`config.mk`:
```
export PLATFORM = sky130hd
export DESIGN_NAME = flash_status_resp
export DESIGN_NICKNAME = d
export VERILOG_FILES = /design/src/rtl/flash_status_resp.sv
export SDC_FILE = /design/constraint.sdc
export NUM_CORES = 1
export LEC_CHECK = 0
export BUFFER_PORTS_ARGS = -buffer_cell sky130_fd_sc_hd__buf_4
export CELL_PAD_IN_SITES_DETAIL_PLACEMENT = 0
export CELL_PAD_IN_SITES_GLOBAL_PLACEMENT = 1
export CORE_ASPECT_RATIO = 1.5
export CORE_MARGIN = 8
export CORE_UTILIZATION = 40
export CTS_CLUSTER_DIAMETER = 200
export DETAILED_ROUTE_END_ITERATION = 7
export PLACE_DENSITY = 0.64
export SYNTH_ARGS = -nofsm -noshare
export SYNTH_HDL_FRONTEND = slang
export SYNTH_SLANG_ARGS = --single-unit
```
`constraint.sdc`:
```
create_clock -name clk -period 5.46 [get_ports clk]
set_clock_uncertainty 0.15 [all_clocks]
set_input_delay 0.819 -clock clk [delete_from_list [all_inputs] [get_ports clk]]
set_output_delay 0.819 -clock clk [all_outputs]
set_load 0.1 [all_outputs]
```
`src/rtl/flash_status_resp.sv`:
```
module flash_status_resp #(
  parameter int DW             = 16,
  parameter int AW             = 4,
  parameter int SECT_WORDS     = 4,
  parameter int PROG_CYCLES    = 3,
  parameter int ERASE_CYCLES   = 12,
  parameter int TIMEOUT_CYCLES = 24
) (
  input  logic          clk,
  input  logic          rst_n,
  input  logic          req_valid,
  input  logic          req_erase,
  input  logic [AW-1:0] req_addr,
  input  logic [DW-1:0] req_data,
  input  logic          clear_err,
  input  logic [AW:0]   rd_addr,
  output logic [DW-1:0] rd_data,
  output logic          busy
);
  localparam int WORDS = 1 << AW;
  localparam int SB    = $clog2(SECT_WORDS);
  localparam int CW    = $clog2(PROG_CYCLES * DW + ERASE_CYCLES + TIMEOUT_CYCLES + 2);
  localparam int NW    = $clog2(DW + 1);

  typedef enum logic [1:0] {IDLE_S = 2'd0, BUSY_S = 2'd1, ERR_S = 2'd2} st_t;

  st_t           st_q;
  logic [DW-1:0] mem_q [WORDS];
  logic          op_erase_q;
  logic [AW-1:0] op_addr_q;
  logic [DW-1:0] op_data_q;
  logic [CW-1:0] dur_q, cyc_q;

  wire [DW-1:0] cur  = mem_q[req_addr];
  wire          viol = |(req_data & ~cur);
  wire [NW-1:0] nclr = NW'($countones(cur & ~req_data));
  wire [CW-1:0] pdur = CW'(PROG_CYCLES) * ((nclr == '0) ? CW'(1) : CW'(nclr));
  wire [CW-1:0] ndur = req_erase ? CW'(ERASE_CYCLES) : pdur;
  wire [CW-1:0] cyc1 = cyc_q + CW'(1);

  always_ff @(posedge clk or negedge rst_n) begin
    if (!rst_n) begin
      st_q       <= IDLE_S;
      op_erase_q <= 1'b0;
      op_addr_q  <= '0;
      op_data_q  <= '0;
      dur_q      <= '0;
      cyc_q      <= '0;
      for (int w = 0; w < WORDS; w++) mem_q[w] <= '1;
    end else begin
      case (st_q)
        IDLE_S: if (req_valid) begin
          op_erase_q <= req_erase;
          op_addr_q  <= req_addr;
          op_data_q  <= req_data;
          dur_q      <= ndur;
          cyc_q      <= '0;
          st_q       <= (!req_erase && viol) ? ERR_S : BUSY_S;
        end
        BUSY_S: begin
          if (cyc1 == dur_q) begin
            st_q <= IDLE_S;
            if (op_erase_q) begin
              for (int w = 0; w < WORDS; w++)
                if ((AW'(w) >> SB) == (op_addr_q >> SB)) mem_q[w] <= '1;
            end else begin
              mem_q[op_addr_q] <= mem_q[op_addr_q] & op_data_q;
            end
          end else if (cyc1 == CW'(TIMEOUT_CYCLES)) begin
            st_q <= ERR_S;
          end else begin
            cyc_q <= cyc1;
          end
        end
        default: if (clear_err) st_q <= IDLE_S;
      endcase
    end
  end

  wire [AW-1:0] rd_word = rd_addr[AW:1];
  wire hit = op_erase_q ? ((rd_word >> SB) == (op_addr_q >> SB)) : (rd_word == op_addr_q);
  wire [7:0] status = {~op_erase_q & ~op_data_q[7], 1'b0, st_q == ERR_S, 5'b0};

  assign busy    = st_q != IDLE_S;
  assign rd_data = (busy && hit && !rd_addr[0]) ? {{(DW-8){1'b0}}, status} : mem_q[rd_word];
endmodule


```
==> metrics.yaml, run 1 <==
die:
  die_width_um: 195
  core_area_mm2: 0.0477
  fp.dieH_um: 285
  boundaryPins: 47
  start_util: 0.405
  dieArea_mm2: 0.0557
  fp-row-count: 98
timing:
  worst_slack_ns: -0.412
  rsz0062_at_grt: "true"
  fin_crit_sh: 1.08
  slew_headroom: 0.216
  tightest_slew_ns: 1.18
  setup_tns_ns: -1.77
  finalSetupViolations: 5
  drv_slew: 0
  hold_viol: 0
  period_needed_ns: 5.87
  timing.fmax_mhz: 170
global_routing:
  first_global_vias: 14561
  grt_use_total: 0.234
  antenna_found_initial: 0
  grt_max_degree: 113
  grt_overflow: 0
  grt_pass1_wl_um: 97600
layout:
  drive_gt1_frac: 0.687
  antenna_cells: 0
  finalNonFillerCells: 2215
  syn_to_final_growth_pct: 19.9
  layout.nets: 1640
  fillerInstances: 4174
setup_path:
  cp-start-kind: "input port"
  crit_family: "adder cells"
  cp.arrival_ns: 6.13
  cp_data_required_time_ns: 5.72
  cp_common_cell: "fa_1"
  cp_num_buf_inv: 5
  crit_chain: "buf_12, buf_12, buf_4, mux4_2, nand2_1, a311o_1, fa_1, fa_1, fa_1, fa_1, inv_1, ha_2, inv_2, fa_2, nor2b_2, o21ai_2, a31o_2, ha_4, fa_2, a21oi_2, o21ai_1, a22o_1"
  crit_type: "in2reg"
  end_kind: "register"
  slowest_delay_ns: 0.57
  slowest_stage: "fa_1"
  cp_max_fo: 9
placed_design:
  place_hpwl_um: 42800
  place_congestion: 0.870
  dp.cells: 2140
  port_buffers: 46
synth:
  synth-seq-cells: 293
  synthDistinctLibCells: 71
  synth_area_leaders: "dfstp_2, mux4_2, mux2_2"
  synth-edff-count: 0
  yosysTopAreaCell: "dfstp_2"
  ys_warn_count: 0
  seq_area_frac_synth: 0.396
  synth-main-ff-cell: "dfstp_2"
  synth_top_area_share: 0.348
  synth_cells: 1384
  synth_fp_nets: 1435
  syn-cell-area_mm2: 0.0193
  syn_avg_cell_area_um2: 14.0
  synth-async-reset-ratio: 1.00
pwr:
  p_per_area_mw_per_mm2: 552
  power.leakage_uw: 0.00997
  max-vdd-ir-drop_mv: 0.275
run:
  maxCapViolations: 0
clock_network:
  h-tree-depth: 2
  clk_latency_ns: 0.54
  cts_tree: "yes"
  clock_path_buffers: 3
  cts-root-buf: "clkbuf_16"
  path_clk_slew_ns: 0.07
  cts_sinks: 293
  cts_buffers: 34
  ctsHoldBuffers: 0
routing:
  route.detailed.drc: 0
  viasPerCell: 6.16
  drt_first_pass_iters: 5
  detail-route-antenna-nets: 0
  routed_wl_um: 65400
  drt_iter0_markers: 1023
  vias: 13649
  wl_per_cell_um: 29.5
run_status:
  violations: "negative setup slack"
  status: "finished with violations"
worst_hold_path:
  hold_class: "in2async"
cells by family (layout without fill, tap and decap cells):
logic type,after synthesis,count (layout),share of synthesized area
adders and majority gates,21,21,0.0179
AOI/OAI and AO/OA,141,141,0.0517
DFF,293,293,0.396
and+or+nand+nor,251,251,0.0727
xor gates and xnor gates,18,18,0.00816
muxes,518,518,0.417
buffers and inverters,142,373,0.0368
power breakdown:
group / switching [uW] / total [uW] / internal (uW)
Combinational: 3010 / 6050 / 3040
Sequential: 742 / 4270 / 3530
Clock: 980 / 2470 / 1490
state kept, by name, indices dropped and copies added (netlist names):
signal      cells
mem_q         256
dur_q           7
op_erase_q      1
cyc_q           7
op_data_q      16
st_q            2
op_addr_q       4
final timing paths:
check | cells past startpoint | end | start | slack [ns]
max | 22 | dur_q[5] | req_addr[0] | -0.41
min | 1 | op_data_q[14] | rst_n | 0.26
max reg2reg | 21 | dur_q[5] | mem_q[241] | -0.39
min reg2reg | 2 | op_data_q[5] | op_data_q[5] | 0.34
max in group asynchronous | 2 | mem_q[72] | rst_n | 3.83
min in group clk | 2 | op_data_q[5] | op_data_q[5] | 0.34
final cells by class:
type                       count  area, um2  share of cell area
clock buffer                  47       1000              0.0433
clock inverter                15        205             0.00886
inverter                      27        104             0.00448
multi-input combinational    949      11100               0.478
sequential                   293       7660               0.331
tap                          600        751              0.0324
timing repair buffer         284       2380               0.103
routing by layer:
metal / GRT usage / wire length [um]
met5: 0 / 0
met4: 0.100 / 2780
met3: 0.0310 / 3020
met2: 0.404 / 33200
met1: 0.290 / 26400
cell usage after synthesis (12+ instances only):
library cell    n
dfrtp_1        37
mux2_2        255
mux4_2        201
xnor2_1        12
mux2i_1        36
buf_1          13
nand2_4        16
inv_1          25
o21ai_0        32
a21o_1         20
nand3_1        16
nor2b_1        28
nand2_1        95
buf_2          40
a21oi_1        17
nor2_1         34
dfstp_2       256
buf_4          12
clkbuf_1       38
nor3b_1        12
a211oi_1       13
mux2_1         26
placed cells by master (no fill, tap or decap), types with 5 or more instances in the layout:
master / n
clkbuf_8: 6
nor2_1: 31
buf_4: 263
xor2_1: 6
a211oi_1: 12
dfstp_2: 256
nand3_1: 16
dfrtp_1: 34
and3_1: 8
clkbuf_1: 5
inv_1: 23
nor3b_1: 12
a22oi_1: 6
a21o_1: 20
o21ai_0: 26
mux2_1: 26
buf_12: 10
nand2_1: 95
clkbuf_16: 37
mux2_2: 254
mux4_2: 201
nand2_4: 16
a211o_1: 6
clkinv_2: 7
nor3_1: 8
a21oi_1: 14
nor2b_1: 26
mux2i_1: 33
xnor2_1: 11
fa_1: 9
ha_1: 8
what timing repair did:
item / CTS / global route
setup endpoints to repair: 7 / 6
pin swaps: 27 / 16
gates resized for setup: 25 / 12
cloned: 1 / 1
setup buffers: 5 / 6
through the flow:
stage | instance area, um2 | utilization | hold slack (ns) | setup WS [ns] | total power (uW)
final | 23200 | 0.486 | 0.264 | -0.412 | 12800
after global routing | 23200 | 0.486 | 0.323 | -0.589 | 13500
after CTS | 23000 | 0.483 | 0.283 | -0.496 | 12900
after detailed placement | 21700 | 0.454 | 0.320 | -1.32 | 10300
after global placement | 21700 | 0.454 | 0.312 | -1.21 | 10200
after floorplan | 19500 | - | 0.296 | -0.905 | 8170
(Power assumes the default switching activity.)
==> run 2: changes to the inputs <==
--- a/config.mk
+++ b/config.mk
@@ -6,6 +6,7 @@
 export NUM_CORES = 1
 export LEC_CHECK = 0
 export BUFFER_PORTS_ARGS = -buffer_cell sky130_fd_sc_hd__buf_4
+export CAP_MARGIN = 20
 export CELL_PAD_IN_SITES_DETAIL_PLACEMENT = 0
 export CELL_PAD_IN_SITES_GLOBAL_PLACEMENT = 1
 export CORE_ASPECT_RATIO = 1.5
@@ -13,7 +14,9 @@
 export CORE_UTILIZATION = 40
 export CTS_CLUSTER_DIAMETER = 200
 export DETAILED_ROUTE_END_ITERATION = 7
+export MAX_ROUTING_LAYER = met4
 export PLACE_DENSITY = 0.64
+export REMOVE_ABC_BUFFERS = 1
 export SYNTH_ARGS = -nofsm -noshare
 export SYNTH_HDL_FRONTEND = slang
 export SYNTH_SLANG_ARGS = --single-unit
==> run 2 against run 1 <==
  * Cell count up 0.27%
  * Die area unchanged
  * Register-to-register slack better by 0.03 ns
  * Clock-buffer cell count down 2
  * Clock power down 9.7%
  * The run still ends with negative setup slack left
  * Critical path type unchanged
  * Highest routed layer unchanged
  * Sequential share of layout area about the same
==> metrics.yaml, run 2 (synthesis results as in run 1) <==
setup_path:
  r2r-start: "mem_q[177]"
  worst-r2r-cell-count: 22  # +4.8%
  cp_common_cell: "fa_1"
  cp_data_required_time_ns: 5.79  # +0.07 ns
  cp_max_fo: 8  # -1
  cp.arrival_ns: 6.20  # +0.07 ns
  slowest_stage: "fa_2"
  end_kind: "register"
  r2r_slack_ns: -0.36  # +0.03 ns
  cp-start-kind: "input port"
  crit_type: "in2reg"
  crit_chain: "buf_16, buf_8, mux2i_4, a22oi_2, o211ai_1, nor2b_2, a311o_1, fa_2, fa_1, fa_1, fa_1, inv_1, ha_2, inv_2, fa_2, xnor2_2, nor2_1, a31o_2, ha_4, a21o_1, a21oi_4, xnor2_1, xnor2_1, a22o_1"
  r2r_end: "dur_q[4]"
  slowest_delay_ns: 0.59  # +0.02 ns
run_status:
  status: "finished with violations"
  violations: "negative setup slack"
global_routing:
  grt_use_total: 0.234  # about the same
  first_global_vias: 14215  # -2.4%
  grt_pass1_wl_um: 95400  # -2.2%
  grt_overflow: 0  # unchanged
  grt_max_degree: 102  # -9.7%
  antenna_found_initial: 0  # unchanged
timing:
  timing.fmax_mhz: 170  # about the same
  finalSetupViolations: 5  # unchanged
  hold_viol: 0  # unchanged
  drv_slew: 0  # unchanged
  hold_ws_ns: 0.0949  # -0.169 ns
  period_needed_ns: 5.87  # +0.00269 ns
  fin_crit_sh: 1.08  # about the same
  rsz0062_at_grt: "true"
  slew_headroom: 0.350  # +0.134
  tightest_slew_ns: 0.975  # -0.201 ns
  worst_slack_ns: -0.414  # -0.00269 ns
die:
  core_area_mm2: 0.0477  # unchanged
  die_width_um: 195  # unchanged
  fp-row-count: 98  # unchanged
  start_util: 0.405  # unchanged
  dieArea_mm2: 0.0557  # unchanged
  boundaryPins: 47  # unchanged
  fp.dieH_um: 285  # unchanged
routing:
  routed_wl_um: 64100  # -2.1%
  viasPerCell: 6.07  # -1.5%
  wl_per_cell_um: 28.8  # -2.4%
  vias: 13476  # -1.3%
  route.detailed.drc: 0  # unchanged
  drt_first_pass_iters: 5  # unchanged
  drt_iter0_markers: 817  # -20%
  detail-route-antenna-nets: 0  # unchanged
placed_design:
  dp.cells: 2152  # +0.56%
  place_congestion: 0.863  # -0.88%
  place_hpwl_um: 41600  # -2.8%
  port_buffers: 46  # unchanged
  dp_slack_ns: -1.61  # -0.286 ns
layout:
  antenna_cells: 0  # unchanged
  drive_gt1_frac: 0.691  # +0.00424
  largest-register: "mem_q"
  finalNonFillerCells: 2221  # +0.27%
  final_common_cell: "buf_4"
  largest_reg_flops: 256  # unchanged
  reg_top3: "mem_q: 256 flops, op_data_q: 16 flops"
  syn_to_final_growth_pct: 19.7
  final_cell_mix: "buf_4, dfstp_2, mux2_2"
  layout.nets: 1650  # +0.61%
pwr:
  p_per_area_mw_per_mm2: 547  # -0.80%
  power.leakage_uw: 0.00995  # -0.21%
  max-vdd-ir-drop_mv: 0.270  # -1.9%
clock_network:
  clk_latency_ns: 0.58  # +0.04 ns
  cts_sinks: 293  # unchanged
  path_clk_slew_ns: 0.06  # about the same
  ctsHoldBuffers: 0  # unchanged
  cts_tree: "yes"
  cts_buffers: 31  # -8.8%
  h-tree-depth: 1  # -1
  cts-root-buf: "clkbuf_16"
  clock_path_buffers: 3  # unchanged
run:
  maxCapViolations: 0  # unchanged
worst_hold_path:
  hold_class: "in2async"
[run 2: critical path: cells and delay by family]
kind,cells,cell delay [ns]
simple gates,2,0.24
mux,1,0.19
fa+ha+maj,7,2.70
compound gates,7,1.39
buf+inv,4,0.39
xor+xnor,3,0.45
[run 2: timing repair]
action,in CTS,in global routing
gates resized for setup,38,25
cloned,0,1
setup endpoints to repair,6,6
buffers inserted,4,10
pin swaps,12,21
[run 2: how the worst max path moves through the flow]
stage	start	end	slack [ns]	cells past startpoint
after detailed placement	req_addr[2]	dur_q[5]	-1.61	23
after global placement	req_addr[2]	dur_q[5]	-1.57	23
after CTS	req_addr[2]	dur_q[5]	-0.35	23
after floorplan	req_addr[1]	dur_q[5]	-0.93	23
after global routing	req_addr[2]	dur_q[4]	-0.59	24
final	req_addr[2]	dur_q[4]	-0.41	24
[run 2: cell type report]
type                    count  area [um2]
well taps                 600         751
clock inverters            10         125
repair buffers            297        2440
clock buffers              45         930
inverters                  27         101
multi-input cells         949       11100
fillers                  4201       24600
flip-flops and latches    293        7660
[run 2: routing by layer]
| layer | up-vias | share of wire | global-route usage |
|---|---|---|---|
| met1 | 7174 | 0.40 | 0.282 |
| met2 | 383 | 0.52 | 0.406 |
| li1 | 5792 | - | - |
| met3 | 127 | 0.045 | 0.0262 |
| met4 | 0 | 0.034 | 0.0764 |
| met5 | - | 0 | - |
[run 2: power by group]
group / switching (uW) / internal, uW
Combinational: 2960 / 3110
Sequential: 827 / 3520
Clock: 922 / 1310
[run 2: through the flow]
step                      setup TNS [ns]  instance area, um2  utilization  power, uW
final                              -1.66               23100        0.485      12700
after global routing               -2.44               23100        0.485      13300
after CTS                          -1.49               22900        0.480      12600
after detailed placement           -8.95               21700        0.455      10100
after global placement             -8.77               21700        0.454       9990
after floorplan                   -12.84               18700            -       7850
